## src/rtl/pdom_pkg.sv

```systemverilog
package pdom_pkg;

   typedef enum logic [1:0] {
      PD_OFF  = 2'd0,
      PD_UP   = 2'd1,
      PD_ON   = 2'd2,
      PD_DOWN = 2'd3
   } pd_state_e;

   localparam int unsigned CM_BASE    = 32'h0000_0800;
   localparam int unsigned DOM_BASE   = 32'h0000_1000;
   localparam int unsigned DOM_SHIFT  = 6;

   localparam logic [1:0] GRP_SUM = 2'd0;
   localparam logic [1:0] GRP_FLG = 2'd1;
   localparam logic [1:0] GRP_ENA = 2'd2;
   localparam logic [1:0] GRP_MSK = 2'd3;

   localparam logic [3:0] SUB_STAT = 4'd0;
   localparam logic [3:0] SUB_ON   = 4'd1;
   localparam logic [3:0] SUB_OFF  = 4'd2;
   localparam logic [3:0] SUB_ERR  = 4'd3;

   function automatic logic [31:0] pd_status_word(input pd_state_e s);
      logic [31:0] w;
      w = '0;
      case (s)
         PD_OFF:  w[0]  = 1'b1;
         PD_ON:   w[4]  = 1'b1;
         PD_DOWN: w[8]  = 1'b1;
         default: w[12] = 1'b1;
      endcase
      return w;
   endfunction

endpackage

```

## src/rtl/pdom_timer.sv

```systemverilog
module pdom_timer #(
   parameter int DELAY = 6
) (
   input  logic clk,
   input  logic rst_n,
   input  logic start,
   output logic busy,
   output logic done
);
   localparam int CW = (DELAY > 1) ? $clog2(DELAY) : 1;
   localparam logic [CW-1:0] LAST = CW'(DELAY - 1);

   logic          active_q;
   logic [CW-1:0] cnt_q;

   assign busy = active_q;
   assign done = active_q && (cnt_q == LAST);

   always_ff @(posedge clk) begin
      if (!rst_n) begin
         active_q <= 1'b0;
         cnt_q    <= '0;
      end else if (start) begin
         active_q <= 1'b1;
         cnt_q    <= '0;
      end else if (done) begin
         active_q <= 1'b0;
         cnt_q    <= '0;
      end else if (active_q) begin
         cnt_q    <= cnt_q + 1'b1;
      end
   end

   assert_no_restart_R10: assert property (@(posedge clk) disable iff (!rst_n)
      start |-> !busy);
   assert_done_ends_R2: assert property (@(posedge clk) disable iff (!rst_n)
      (done && !start) |=> !busy);

endmodule

```

## src/rtl/pdom_cell.sv

```systemverilog
module pdom_cell
   import pdom_pkg::*;
(
   input  logic      clk,
   input  logic      rst_n,
   input  logic      wr_on,
   input  logic      wr_off,
   input  logic      busy,
   input  logic      done,
   output pd_state_e state,
   output logic      err,
   output logic      accept
);
   logic req;
   assign req    = wr_on | wr_off;
   assign accept = req & ~busy;

   always_ff @(posedge clk) begin
      if (!rst_n) begin
         state <= PD_OFF;
         err   <= 1'b0;
      end else begin
         if (req) err <= busy;
         if (accept) begin
            state <= wr_on ? PD_UP : PD_DOWN;
         end else if (done) begin
            case (state)
               PD_UP:   state <= PD_ON;
               PD_DOWN: state <= PD_OFF;
               default: state <= state;
            endcase
         end
      end
   end

   assert_reject_sets_err_R4: assert property (@(posedge clk) disable iff (!rst_n)
      (req && busy) |=> (err && state == $past(state)));
   assert_accept_clears_err_R4: assert property (@(posedge clk) disable iff (!rst_n)
      (req && !busy) |=> !err);
   assert_on_enters_rise_R3: assert property (@(posedge clk) disable iff (!rst_n)
      (wr_on && !busy) |=> state == PD_UP);
   assert_no_skip_up_R3: assert property (@(posedge clk) disable iff (!rst_n)
      (state == PD_OFF) |=> state != PD_ON);
   assert_no_skip_down_R3: assert property (@(posedge clk) disable iff (!rst_n)
      (state == PD_ON) |=> state != PD_OFF);

endmodule

```

## src/rtl/pdom_irq.sv

```systemverilog
module pdom_irq #(
   parameter int NUM_DOM  = 40,
   parameter int NBANK    = 2,
   parameter bit SET_WINS = 1'b1
) (
   input  logic               clk,
   input  logic               rst_n,
   input  logic [NUM_DOM-1:0] set_vec,
   input  logic [NBANK-1:0]   en_we,
   input  logic [NBANK-1:0]   msk_we,
   input  logic [NBANK-1:0]   clr_we,
   input  logic [31:0]        wdata,
   output logic [NUM_DOM-1:0] flag_q,
   output logic [NUM_DOM-1:0] en_q,
   output logic [NUM_DOM-1:0] msk_q,
   output logic               irq
);
   logic unused_wdata;
   assign unused_wdata = ^wdata;

   for (genvar d = 0; d < NUM_DOM; d++) begin : g_bit
      localparam int BK = d / 32;
      localparam int BT = d % 32;
      logic f_q, e_q, m_q, set_c, clr_c;

      assign set_c = set_vec[d] & e_q;
      assign clr_c = clr_we[BK] & wdata[BT];

      always_ff @(posedge clk) begin
         if (!rst_n) begin
            e_q <= 1'b0;
            m_q <= 1'b0;
         end else begin
            if (en_we[BK])  e_q <= wdata[BT];
            if (msk_we[BK]) m_q <= wdata[BT];
         end
      end

      if (SET_WINS) begin : g_setwin
         always_ff @(posedge clk) begin
            if (!rst_n) f_q <= 1'b0;
            else        f_q <= set_c | (f_q & ~clr_c);
         end
      end else begin : g_clrwin
         always_ff @(posedge clk) begin
            if (!rst_n) f_q <= 1'b0;
            else        f_q <= (set_c | f_q) & ~clr_c;
         end
      end

      assign flag_q[d] = f_q;
      assign en_q[d]   = e_q;
      assign msk_q[d]  = m_q;
   end

   assign irq = |(flag_q & en_q & ~msk_q);

   assert_flag_needs_enable_R7: assert property (@(posedge clk) disable iff (!rst_n)
      (flag_q & ~$past(flag_q) & ~$past(en_q)) == '0);
   assert_mask_blocks_irq_R8: assert property (@(posedge clk) disable iff (!rst_n)
      irq |-> ((flag_q & ~msk_q) != '0));

endmodule

```

## src/rtl/pdom_regblock.sv

```systemverilog
module pdom_regblock
   import pdom_pkg::*;
#(
   parameter int NUM_DOM   = 40,
   parameter int SEQ_DELAY = 6,
   parameter int ADDR_W    = 16,
   parameter bit SET_WINS  = 1'b1
) (
   input  logic              clk,
   input  logic              rst_n,
   input  logic              bus_sel,
   input  logic              bus_wr,
   input  logic [ADDR_W-1:0] bus_addr,
   input  logic [31:0]       bus_wdata,
   output logic [31:0]       bus_rdata,
   output logic              bus_rvalid,
   output logic              irq
);
   localparam int NBANK = (NUM_DOM + 31) / 32;
   localparam int PADW  = NBANK * 32;
   localparam int DIW   = (NUM_DOM > 1) ? $clog2(NUM_DOM) : 1;
   localparam int HW    = ADDR_W - DOM_SHIFT;

   if (NUM_DOM < 1 || NUM_DOM > 64) begin : g_bad_dom
      $error("pdom_regblock: NUM_DOM must lie in 1..64");
   end
   if (SEQ_DELAY < 1) begin : g_bad_dly
      $error("pdom_regblock: SEQ_DELAY must be at least 1");
   end
   if (ADDR_W < 13) begin : g_bad_aw
      $error("pdom_regblock: ADDR_W too narrow for the domain area");
   end

   // access decode
   logic          wr_en, rd_en;
   logic          glb_hit, cm_hit, dom_hit, aligned;
   logic [1:0]    grp, wbank;
   logic          sum_bank_ok, wbank_ok;
   logic [HW-1:0] dblk;
   logic [DIW-1:0] dom_sel;
   logic [3:0]    dsub;

   assign wr_en   = bus_sel & bus_wr;
   assign rd_en   = bus_sel & ~bus_wr;
   assign aligned = (bus_addr[1:0] == 2'b00);
   assign glb_hit = (bus_addr == '0);
   assign cm_hit  = aligned && (bus_addr[ADDR_W-1:DOM_SHIFT] == HW'(CM_BASE >> DOM_SHIFT));
   assign grp     = bus_addr[5:4];
   assign wbank   = bus_addr[3:2];
   assign wbank_ok    = (int'(wbank) < NBANK);
   assign sum_bank_ok = (int'(bus_addr[2]) < NBANK);
   assign dblk    = bus_addr[ADDR_W-1:DOM_SHIFT] - HW'(DOM_BASE >> DOM_SHIFT);
   assign dom_hit = aligned && (bus_addr >= ADDR_W'(DOM_BASE)) && (dblk < HW'(NUM_DOM));
   assign dom_sel = dblk[DIW-1:0];
   assign dsub    = bus_addr[5:2];

   // domain cells
   pd_state_e          st [NUM_DOM];
   logic [NUM_DOM-1:0] on_w, off_w, err_v, acc_v, trans_v, on_v, off_v;
   logic               busy, seq_done;

   for (genvar d = 0; d < NUM_DOM; d++) begin : g_dom
      assign on_w[d]  = wr_en && dom_hit && (dom_sel == DIW'(d)) &&
                        (dsub == SUB_ON) && bus_wdata[0];
      assign off_w[d] = wr_en && dom_hit && (dom_sel == DIW'(d)) &&
                        (dsub == SUB_OFF) && bus_wdata[0];

      pdom_cell u_cell (
         .clk    (clk),
         .rst_n  (rst_n),
         .wr_on  (on_w[d]),
         .wr_off (off_w[d]),
         .busy   (busy),
         .done   (seq_done),
         .state  (st[d]),
         .err    (err_v[d]),
         .accept (acc_v[d])
      );

      assign trans_v[d] = (st[d] == PD_UP) || (st[d] == PD_DOWN);
      assign on_v[d]    = (st[d] == PD_ON);
      assign off_v[d]   = (st[d] == PD_OFF);
   end

   pdom_timer #(.DELAY(SEQ_DELAY)) u_timer (
      .clk   (clk),
      .rst_n (rst_n),
      .start (|acc_v),
      .busy  (busy),
      .done  (seq_done)
   );

   // interrupt banks
   logic [NBANK-1:0]   en_we, msk_we, clr_we;
   logic [NUM_DOM-1:0] flag_q, en_q, msk_q;

   for (genvar b = 0; b < NBANK; b++) begin : g_bank
      assign en_we[b]  = wr_en && cm_hit && (grp == GRP_ENA) && (wbank == 2'(b));
      assign msk_we[b] = wr_en && cm_hit && (grp == GRP_MSK) && (wbank == 2'(b));
      assign clr_we[b] = wr_en && cm_hit && (grp == GRP_FLG) && (wbank == 2'(b));
   end

   pdom_irq #(.NUM_DOM(NUM_DOM), .NBANK(NBANK), .SET_WINS(SET_WINS)) u_irq (
      .clk     (clk),
      .rst_n   (rst_n),
      .set_vec (trans_v & {NUM_DOM{seq_done}}),
      .en_we   (en_we),
      .msk_we  (msk_we),
      .clr_we  (clr_we),
      .wdata   (bus_wdata),
      .flag_q  (flag_q),
      .en_q    (en_q),
      .msk_q   (msk_q),
      .irq     (irq)
   );

   // read path
   logic [PADW-1:0] on_pad, off_pad, flg_pad, ena_pad, msk_pad;
   logic [31:0]     rd_d;
   int              sb_i, wb_i;

   assign on_pad  = PADW'(on_v);
   assign off_pad = PADW'(off_v);
   assign flg_pad = PADW'(flag_q);
   assign ena_pad = PADW'(en_q);
   assign msk_pad = PADW'(msk_q);
   assign sb_i    = sum_bank_ok ? int'(bus_addr[2]) : 0;
   assign wb_i    = wbank_ok ? int'(wbank) : 0;

   always_comb begin
      rd_d = '0;
      if (glb_hit) begin
         rd_d[1:0] = {2{~busy}};
      end else if (cm_hit) begin
         case (grp)
            GRP_SUM: if (sum_bank_ok)
                        rd_d = bus_addr[3] ? off_pad[sb_i*32 +: 32] : on_pad[sb_i*32 +: 32];
            GRP_FLG: if (wbank_ok) rd_d = flg_pad[wb_i*32 +: 32];
            GRP_ENA: if (wbank_ok) rd_d = ena_pad[wb_i*32 +: 32];
            default: if (wbank_ok) rd_d = msk_pad[wb_i*32 +: 32];
         endcase
      end else if (dom_hit) begin
         if (dsub == SUB_STAT)     rd_d = pd_status_word(st[dom_sel]);
         else if (dsub == SUB_ERR) rd_d[0] = err_v[dom_sel];
      end
   end

   always_ff @(posedge clk) begin
      if (!rst_n) begin
         bus_rdata  <= '0;
         bus_rvalid <= 1'b0;
      end else begin
         bus_rvalid <= rd_en;
         if (rd_en) bus_rdata <= rd_d;
      end
   end

   assert_single_transit_R10: assert property (@(posedge clk) disable iff (!rst_n)
      $onehot0(trans_v));
   assert_busy_covers_R2: assert property (@(posedge clk) disable iff (!rst_n)
      (|trans_v) |-> busy);
   assert_rvalid_follows_R9: assert property (@(posedge clk) disable iff (!rst_n)
      rd_en |=> bus_rvalid);

endmodule

```

## config.mk

```make
export PLATFORM = sky130hd
export DESIGN_NAME = pdom_regblock
export DESIGN_NICKNAME = d
export VERILOG_FILES = /design/src/rtl/pdom_pkg.sv /design/src/rtl/pdom_timer.sv /design/src/rtl/pdom_cell.sv /design/src/rtl/pdom_irq.sv /design/src/rtl/pdom_regblock.sv
export SDC_FILE = /design/constraint.sdc
export NUM_CORES = 1
export LEC_CHECK = 0
export ABC_AREA = 1
export BUFFER_PORTS_ARGS = -buffer_cell sky130_fd_sc_hd__buf_2
export CAP_MARGIN = 5
export CORE_MARGIN = 5
export CORE_UTILIZATION = 40
export CTS_CLUSTER_DIAMETER = 50
export DETAILED_ROUTE_END_ITERATION = 16
export GPL_ROUTABILITY_DRIVEN = 0
export PLACE_DENSITY = 0.61
export REMOVE_ABC_BUFFERS = 1
export SLEW_MARGIN = 20
export SYNTH_ARGS = -nofsm -noshare
export SYNTH_HDL_FRONTEND = slang
export SYNTH_SLANG_ARGS = --single-unit
```

## constraint.sdc

```tcl
create_clock -name clk -period 3.1 [get_ports clk]
set_input_delay 0.62 -clock clk [delete_from_list [all_inputs] [get_ports clk]]
set_output_delay 0.62 -clock clk [all_outputs]
set_load 0.005 [all_outputs]
```

==> results.toml, run 1 <==
[critical_path]
path_buf_inv = 2
crit_cells = 7
rr_worst_depth = 7
worstSetupPathType = "reg -> out"
crit_family = "simple AND/OR/NAND/NOR gates"
setup.worst_path.end_class = "output pin"
cp_max_fo = 3
arrival_ps = 2170
worst_path_largest_cell_delay_ps = 330
r2r_end = "g_dom[1].u_cell.state[0]"
endpoint = "irq"
worstPathRequired_ps = 2480
slowest_stage = "o2111ai_1"
r2r_slack_ps = 1230
worstSetupStartpoint = "u_irq.g_bit[13].e_q"
setup.worst_path.start_class = "register"
crit_path_cell_trace = "inv_1, nor3_1, nor2_1, o2111ai_1, nor4_1, nand4_1, buf_2"
r2r_start = "u_timer.cnt_q[1]"

[drt]
drtIter0Drc = 1202
wl_per_cell_microns = 19.58
drt_wl_total_microns = 50370
antenna_left = 0
dr.pass1.iters = 5
vias_per_cell = 5.522
drc = 0
vias = 14207

[layout]
area.growth.synth_to_final_pct = 17.19
fin_cells = 2573
layout.nets = 2138
drive_gt1_share_pct = 13.26

[logic_synthesis]
synth_area_leader_cell = "dfxtp_1"
synth-seq-cells = 277
synth_area_sq_um = 14160
syn_area_per_cell_sq_um = 7.089
ys_top_cells_by_count = "376 x nand2_1, 277 x dfxtp_1, 263 x a21oi_1, 223 x nor2_1, 180 x inv_1"
synth_top_cells_by_area = "dfxtp_1 39%, nand2_1 10%, a21oi_1 9.3%"
synthDominantCellAreaShare_pct = 39.17
synth-edff-count = 0
async_reset_ff_share_pct = 0
netlist_instances = 1997
synth_cell_type_count = 45
ys_seq_area_share_pct = 39.17
ys.warnings.count = 0
yosys.cell_count.top_type = "nand2_1"
ys.flop_type = "dfxtp_1"

[hold_path]
hold_path.class = "in -> reg"

[floorplan]
dieArea_sq_um = 39250
coreArea_sq_um = 35220
die_w_microns = 198.1
die_h_microns = 198.1
start_util_pct = 40.19
io_pins = 86
rows = 69

[sta]
setup-tns-final_ps = 0
layout_setup_ws_ps = 311.1
rsz0062_at_grt = "false"
finalMaxSlewViolations = 0
worst_slew_margin_rel_pct = 44.64
finalSetupViolCount = 0
worstMarginPinSlew_ps = 828.4
hold_viol_final = 0
fmax_mhz = 358.6
finClkSkew_ps = 17.92
min_period_ps = 2789
finalCritPeriodShare_pct = 89.96

[cts]
cts-resized-gates = 0
insertion_delay_ps = 530
cts_tree = "built"
numCtsBuffers = 36
cts.sinks = 277
clock-root-buffer = "clkbuf_16"
clk_pin_slew_ps = 60
cts_setup_buffers = 0
cts_max_level = 2
clock_path_buffers = 3
ctsHoldBuffers = 0

[power_and_ir_drop]
power_density_nw_per_um2 = 512.3
p_leak_nw = 6.312
peakVddDrop_mv = 0.4514

[grt]
grt_overflow = 0
antenna_found_initial = 3
grt_pass1_vias = 13723
grt_pass1_wl_microns = 78070
grt_start_max_net_pins = 101
grt_usage_pct = 25.19

[placement]
hpwl_microns = 35430
dp.cells = 2507
dp_slack_ps = 316.7
portBuffers = 85

[outcome]
status = "completed"

[job]
maxCapViolCount = 0
## placed cells by master, fill, tap and decap left out, types with 68 or more instances in the layout
cell / instances
a21oi_1: 263
a211oi_1: 79
buf_2: 85
nand3_1: 68
buf_4: 70
dfxtp_1: 277
nor2_1: 222
o21ai_0: 138
nand2_1: 376
inv_1: 179
## cell type report
type / count / area [sq um]
Fill cell: 3618 / 18630
Tap cell: 461 / 576.8
Timing Repair Buffer: 162 / 1091
Sequential cell: 277 / 5545
Inverter: 192 / 723.2
Clock buffer: 48 / 1039
Clock inverter: 17 / 231.5
Antenna cell: 1 / 2.502
Multi-Input combinational cell: 1415 / 7381
## flip-flops by register name, summed over array words and instances (netlist names)
signal / count
u_timer.busy: 1
bus_rdata: 32
g_dom.u_cell.state: 80
u_irq.g_bit.f_q: 40
u_timer.cnt_q: 3
bus_rvalid: 1
g_dom.u_cell.err: 40
u_irq.g_bit.m_q: 40
u_irq.g_bit.e_q: 40
## power breakdown
group	internal [mW]	switching, mW
clock	2.72	1.69
sequential	3.56	0.00185
combinational	0.133	0.396
total	6.41	2.08
## logic make-up (layout without fill, tap and decap cells)
kind of cell / Yosys count / after routing / synth area share (%)
AOI/OAI and AO/OA: 562 / 562 / 22.85
xor gates and xnor gates: 81 / 81 / 5.011
adders and majority gates: 2 / 2 / 0.1767
buffers and inverters: 305 / 419 / 8.777
DFF: 277 / 277 / 39.17
other: 0 / 1 / 0
and+or+nand+nor: 770 / 770 / 24.01
## layer usage
metal	routed length (microns)	track usage, %
met2	22770	40.83
met1	21820	33.05
met5	13	0
met3	3629	4.407
met4	2142	11.02
## metrics by stage
step | area, sq um | power, mW | util, % | hold WS [ps]
after floorplan | 13630 | 3.883 | - | 438.8
after detailed placement | 15320 | 4.159 | 43.49 | 452.2
final | 16590 | 8.499 | 47.10 | 379.1
after global routing | 16590 | 8.744 | 47.10 | 380.3
after CTS | 16590 | 8.556 | 47.09 | 356.5
after global placement | 15310 | 4.157 | 43.47 | 449.8
## worst min path at each step
stage / end / from / cells after the start / slack [ps]
floorplan: g_dom[0].u_cell.err / g_dom[0].u_cell.err / 2 / 440
global placement: bus_rdata[28] / bus_rdata[28] / 2 / 450
finish: u_irq.g_bit[13].m_q / bus_wdata[13] / 3 / 380
detailed placement: bus_rdata[7] / bus_rdata[7] / 2 / 450
global route: u_irq.g_bit[13].e_q / bus_wdata[13] / 3 / 380
CTS: u_irq.g_bit[13].m_q / bus_wdata[13] / 3 / 360
## worst min-delay path: stages
cell and delay, ps:
buf_2 90, inv_1 80, a211oi_1 70
No activity file was read; power rests on OpenSTA's default activity.
==> run 2: changes to the inputs <==
--- a/config.mk
+++ b/config.mk
@@ -18,4 +18,5 @@
 export SLEW_MARGIN = 20
 export SYNTH_ARGS = -nofsm -noshare
 export SYNTH_HDL_FRONTEND = slang
+export SYNTH_HIERARCHICAL = 1
 export SYNTH_SLANG_ARGS = --single-unit
==> run 2 against run 1 <==
Against the previous run: combinational power grew 7.2%; critical path depth grew 13; final area grew 19%; first-iteration DRC count grew 38%; largest cell class unchanged; non-clock buffer count grew 142; utilization shrank 0.78 points; area after synthesis grew 21%; via count grew 24%; wire length grew 14%; clock skew grew 12 ps.
==> results.toml, run 2 <==
[cts]
clock_path_buffers = 3
cts.sinks = 277
ctsHoldBuffers = 0
clock-root-buffer = "clkbuf_16"
clk_pin_slew_ps = 60
cts_tree = "built"
cts_setup_buffers = 0
insertion_delay_ps = 540
numCtsBuffers = 36
cts_max_level = 2

[drt]
drc = 0
m1WireLength_microns = 25110
dr.pass1.iters = 6
drt_wl_total_microns = 57580
route.met2.wl_microns = 25690
vias_per_cell = 5.302
drtIter0Drc = 1657
wl_per_cell_microns = 17.34
dr.max_layer_used = "met4"
antenna_left = 0
dr_wl_met3_microns = 4090
vias = 17601

[logic_synthesis]
synthDominantCellAreaShare_pct = 32.28
synth-seq-cells = 277
synth_cell_type_count = 47
synth_area_leader_cell = "dfxtp_1"
syn_area_per_cell_sq_um = 6.521
netlist_instances = 2634
yosys.cell_count.top_type = "nand2_1"
synth_top_cells_by_area = "dfxtp_1 32%, nand2_1 15%, a21oi_1 7.7%"
ys_top_cells_by_count = "674 x nand2_1, 340 x inv_1, 277 x dfxtp_1, 265 x a21oi_1, 165 x o21ai_0"
synth-edff-count = 0
ys.warnings.count = 6
ys.flop_type = "dfxtp_1"
async_reset_ff_share_pct = 0
ys_seq_area_share_pct = 32.28
synth_area_sq_um = 17180

[grt]
antenna_found_initial = 0
grt_pass1_wl_microns = 91430
grt_overflow = 0
grt_pass1_vias = 16803
grt_start_max_net_pins = 65
grt_usage_pct = 23.97

[sta]
worst_slew_margin_rel_pct = 47.69
finalCritPeriodShare_pct = 88.69
min_period_ps = 2749
layout_setup_ws_ps = 350.6
worstMarginPinSlew_ps = 784.6
finClkSkew_ps = 29.50
fmax_mhz = 363.7
finalMaxSlewViolations = 0
hold_viol_final = 0
rsz0062_at_grt = "false"
finalSetupViolCount = 0

[critical_path]
worstSetupPathType = "in -> reg"
endpoint = "u_timer/cnt_q[1]"
r2r_end = "u_timer/cnt_q[1]"
r2r_slack_ps = 790
r2r_start = "u_timer/busy"
arrival_ps = 3210
cp_max_fo = 16
worst_path_largest_cell_delay_ps = 350
crit_path_cell_trace = "buf_2, inv_1, a21oi_1, nor4_2, inv_1, nor2_1, buf_4, buf_4, nand2_1, buf_12, nor3_1, nor2_2, nor2_2, nor4_1, nand2_1, nor3_1, nand3_1, nor2_1, nand2_1, nor2_1"
rr_worst_depth = 9
worstSetupStartpoint = "bus_addr[10]"
worstPathRequired_ps = 3560
setup.worst_path.start_class = "input pin"
slowest_stage = "nor4_1"
setup.worst_path.end_class = "register"

[layout]
layout.nets = 2800
final_common_cell = "nand2_1"
largest_register_ffs = 80
fin_cells = 3320
final_cell_mix = "674 x nand2_1, 339 x inv_1, 276 x dfxtp_1"
design_area_sq_um = 19820
final_util_pct = 46.31
regMostFlops = "g_dom.u_cell/state"
drive_gt1_share_pct = 19.69
area.growth.synth_to_final_pct = 15.38

[placement]
hpwl_microns = 41510
dp_slack_ps = -139.5
dp.cells = 3254
portBuffers = 85
placed_area_sq_um = 18610

[outcome]
status = "completed"

[floorplan]
die_h_microns = 217.2
die_w_microns = 217.2
start_util_pct = 40.14
coreArea_sq_um = 42790
rows = 76
io_pins = 86
dieArea_sq_um = 47180

[power_and_ir_drop]
p_leak_nw = 8.768
power_density_nw_per_um2 = 422.2
peakVddDrop_mv = 0.3052
finalPower_mw = 8.368

[hold_path]
hold_path.class = "in -> reg"
hold_depth = 3

[job]
maxCapViolCount = 0
## run 2: per-layer routing
metal | GRT usage, % | vias to the layer above
li1 | - | 8705
met1 | 32.43 | 8097
met2 | 38.37 | 651
met3 | 2.991 | 148
met4 | 10.89 | 0
met5 | 0 | -
## run 2: worst min path at each step
stage / slack (ps) / startpoint / endpoint
finish: 370 / bus_wdata[28] / u_irq/g_bit[28].m_q
global route: 380 / bus_wdata[31] / u_irq/g_bit[31].e_q
CTS: 360 / bus_wdata[24] / u_irq/g_bit[24].e_q
detailed placement: 450 / bus_rdata[31] / bus_rdata[31]
global placement: 450 / bus_rdata[4] / bus_rdata[4]
floorplan: 460 / u_irq/g_bit[32].e_q / u_irq/g_bit[32].f_q
## run 2: worst max-delay path: cells and delay by family
kind / cells / cell delay [ps]
AOI/OAI and AO/OA: 1 / 160
buffers and inverters: 6 / 720
and+or+nand+nor: 13 / 1690
## run 2: repair_timing
action	in CTS	in global routing
hold endpoints to repair	0	0
resized for setup	0	1
setup endpoints to repair	0	3
## run 2: cell type report
cell class | count | area (sq um)
tap | 546 | 683.2
sequential | 277 | 5549
multi-input combinational | 1778 | 8850
fill | 4369 | 22970
inverter | 349 | 1313
antenna | 1 | 2.502
clock buffer | 50 | 1013
clock inverter | 15 | 185.2
timing repair buffer | 304 | 2222
## run 2: through the flow
step	hold WS, ps	setup TNS (ps)
after floorplan	458.6	-413080
after global placement	450.2	-297.1
after detailed placement	452.2	-470.4
after CTS	356.3	0
after global routing	379.2	0
final	371.3	0
## run 2: kinds of logic after synthesis
| logic type | after synthesis | synth area share, % |
|---|---|---|
| simple gates | 1209 | 32.35 |
| buf+inv | 579 | 16.33 |
| compound gates | 550 | 18.02 |
| flops | 277 | 32.28 |
| xor+xnor | 17 | 0.8668 |
| fa+ha+maj | 2 | 0.1457 |
## run 2: where the power goes
| group | switching (mW) | total (mW) | internal, mW |
|---|---|---|---|
| Clock | 1.68 | 4.24 | 2.55 |
| Sequential | 0.00227 | 3.56 | 3.56 |
| Combinational | 0.413 | 0.566 | 0.153 |
==> run 3: changes to the inputs <==
==> constraint.sdc (replaced) <==
create_clock -name clk -period 3.6 [get_ports clk]
set_input_delay 0.72 -clock clk [delete_from_list [all_inputs] [get_ports clk]]
set_output_delay 0.72 -clock clk [all_outputs]
set_load 0.005 [all_outputs]
==> run 3 against run 2 <==
Against the previous run: global-route usage shrank 0.089 points; final area shrank 2.3%; clock power is 5.9% lower; wire length up 1.6%; worst hold slack better by 88 ps; sequential cell count unchanged; largest power group unchanged; highest routed layer is now met5.
==> results.toml, run 3 (synthesis results as in run 2) <==
[critical_path]
r2r_slack_ps = 1090
crit_family = "simple AND/OR/NAND/NOR gates"
rr_worst_depth = 9
slowest_stage = "nor3_1"
worst_path_largest_cell_delay_ps = 400
arrival_ps = 3540
setup.worst_path.start_class = "input pin"
cp_max_fo = 16
setup.worst_path.end_class = "register"
r2r_start = "u_timer/busy"
crit_path_cell_trace = "buf_2, nor2_1, inv_1, nor4_1, inv_1, nor2_1, buf_4, nand2_1, nor3_1, nor2_2, nor2_2, nor4_1, nand2_1, nor3_1, nand3_1, nor2_1, nand2_1, nor2_1"
crit_top_cell = "nor2_1"
worstPathRequired_ps = 4010
path_buf_inv = 4
r2r_end = "u_timer/cnt_q[1]"
worstSetupPathType = "in -> reg"

[job]
maxCapViolCount = 0

[drt]
drc = 0
drtIter0Drc = 1811
dr.pass1.iters = 5
drt_wl_total_microns = 58520
antenna_left = 0
wl_per_cell_microns = 17.99
vias_per_cell = 5.410
vias = 17592

[grt]
grt_usage_pct = 23.88
grt_start_max_net_pins = 58
grt_pass1_vias = 16610
antenna_found_initial = 1
grt_overflow = 0
grt_pass1_wl_microns = 91160

[sta]
finalMaxSlewViolations = 0
worst_slew_margin_rel_pct = 37.99
worstMarginPinSlew_ps = 921.7
layout_setup_ws_ps = 475.7
finalSetupViolCount = 0
worst_hold_slack_ps = 459.0
finClkSkew_ps = 20.98
fmax_mhz = 320.1
min_period_ps = 3124
setup-tns-final_ps = 0
hold_viol_final = 0
rsz0062_at_grt = "false"
finalCritPeriodShare_pct = 86.79

[cts]
clk_pin_slew_ps = 50
insertion_delay_ps = 540
cts_max_level = 2
numCtsBuffers = 37
cts_setup_buffers = 0
clock-root-buffer = "clkbuf_16"
cts.sinks = 277
ctsHoldBuffers = 0
cts_tree = "built"
cts-resized-gates = 0
clock_path_buffers = 3

[power_and_ir_drop]
power_density_nw_per_um2 = 388.7
finalPower_mw = 7.528
peakVddDrop_mv = 0.3205
p_leak_nw = 8.465

[hold_path]
hold_path.class = "reg -> reg"
hold_path_startpoint = "bus_rdata[25]"
min_to = "bus_rdata[25]"
hold_depth = 2

[layout]
fin_cells = 3252
regMostFlops = "g_dom.u_cell/state"
diodes = 0
drive_gt1_share_pct = 17.78
layout.nets = 2732
largest_register_ffs = 80
final_common_cell = "nand2_1"
area.growth.synth_to_final_pct = 12.74
final_cell_mix = "674 x nand2_1, 339 x inv_1, 276 x dfxtp_1"

[floorplan]
die_w_microns = 217.2
rows = 76
io_pins = 86
die_h_microns = 217.2
start_util_pct = 40.14
coreArea_sq_um = 42790
dieArea_sq_um = 47180

[outcome]
status = "completed"

[placement]
dp.cells = 3185
hpwl_microns = 41730
portBuffers = 85
dp_slack_ps = -7.658
run 3: cell types whose count changed in the layout (fill, tap and decap cells not counted), sizes merged:
cell / delta
buf: -69
clkinv: -5
clkbuf: +3
inv: +3
bufinv: +2
clkinvlp: -1
diode: -1
run 3: where the power goes:
| group | internal (mW) | switching [mW] |
|---|---|---|
| Sequential | 3.07 | 0.00152 |
| Combinational | 0.115 | 0.358 |
| Clock | 2.53 | 1.45 |
| Total | 5.71 | 1.81 |
run 3: worst max path at each step:
stage / start / endpoint / slack [ps] / depth (start not counted)
floorplan: bus_addr[2] / u_irq/g_bit[10].m_q / -2580 / 5
global placement: bus_addr[1] / u_timer/cnt_q[1] / 60 / 18
detailed placement: bus_addr[1] / u_timer/cnt_q[2] / -8 / 18
CTS: bus_addr[1] / u_timer/cnt_q[2] / 520 / 18
global route: bus_addr[1] / u_timer/cnt_q[1] / 130 / 18
finish: bus_addr[1] / u_timer/cnt_q[1] / 480 / 18
run 3: tightest hold or removal path, stage by stage (launching register included):
cell and delay (ps):
dfxtp_1 300, nand2_1 60, a21oi_1 50
run 3: metrics by stage:
| step | area, sq um | util, % |
|---|---|---|
| after global placement | 18030 | 42.13 |
| after detailed placement | 18030 | 42.13 |
| final | 19360 | 45.25 |
| after CTS | 19360 | 45.25 |
| after floorplan | 15680 | - |
| after global routing | 19360 | 45.25 |
run 3: routing by layer:
| layer | GRT usage [%] | wire length [microns] |
|---|---|---|
| met1 | 31.19 | 25020 |
| met2 | 39.57 | 26870 |
| met3 | 4.145 | 4551 |
| met4 | 9.122 | 2066 |
| met5 | 0 | 18 |
run 3: final cells by class:
cell class,instances,area (sq um)
Clock buffer,53,1120
Clock inverter,14,212.7
Fill cell,4441,23430
Inverter,349,1313
Multi-Input combinational cell,1778,8846
Sequential cell,277,5549
Tap cell,546,683.2
Timing Repair Buffer,235,1642
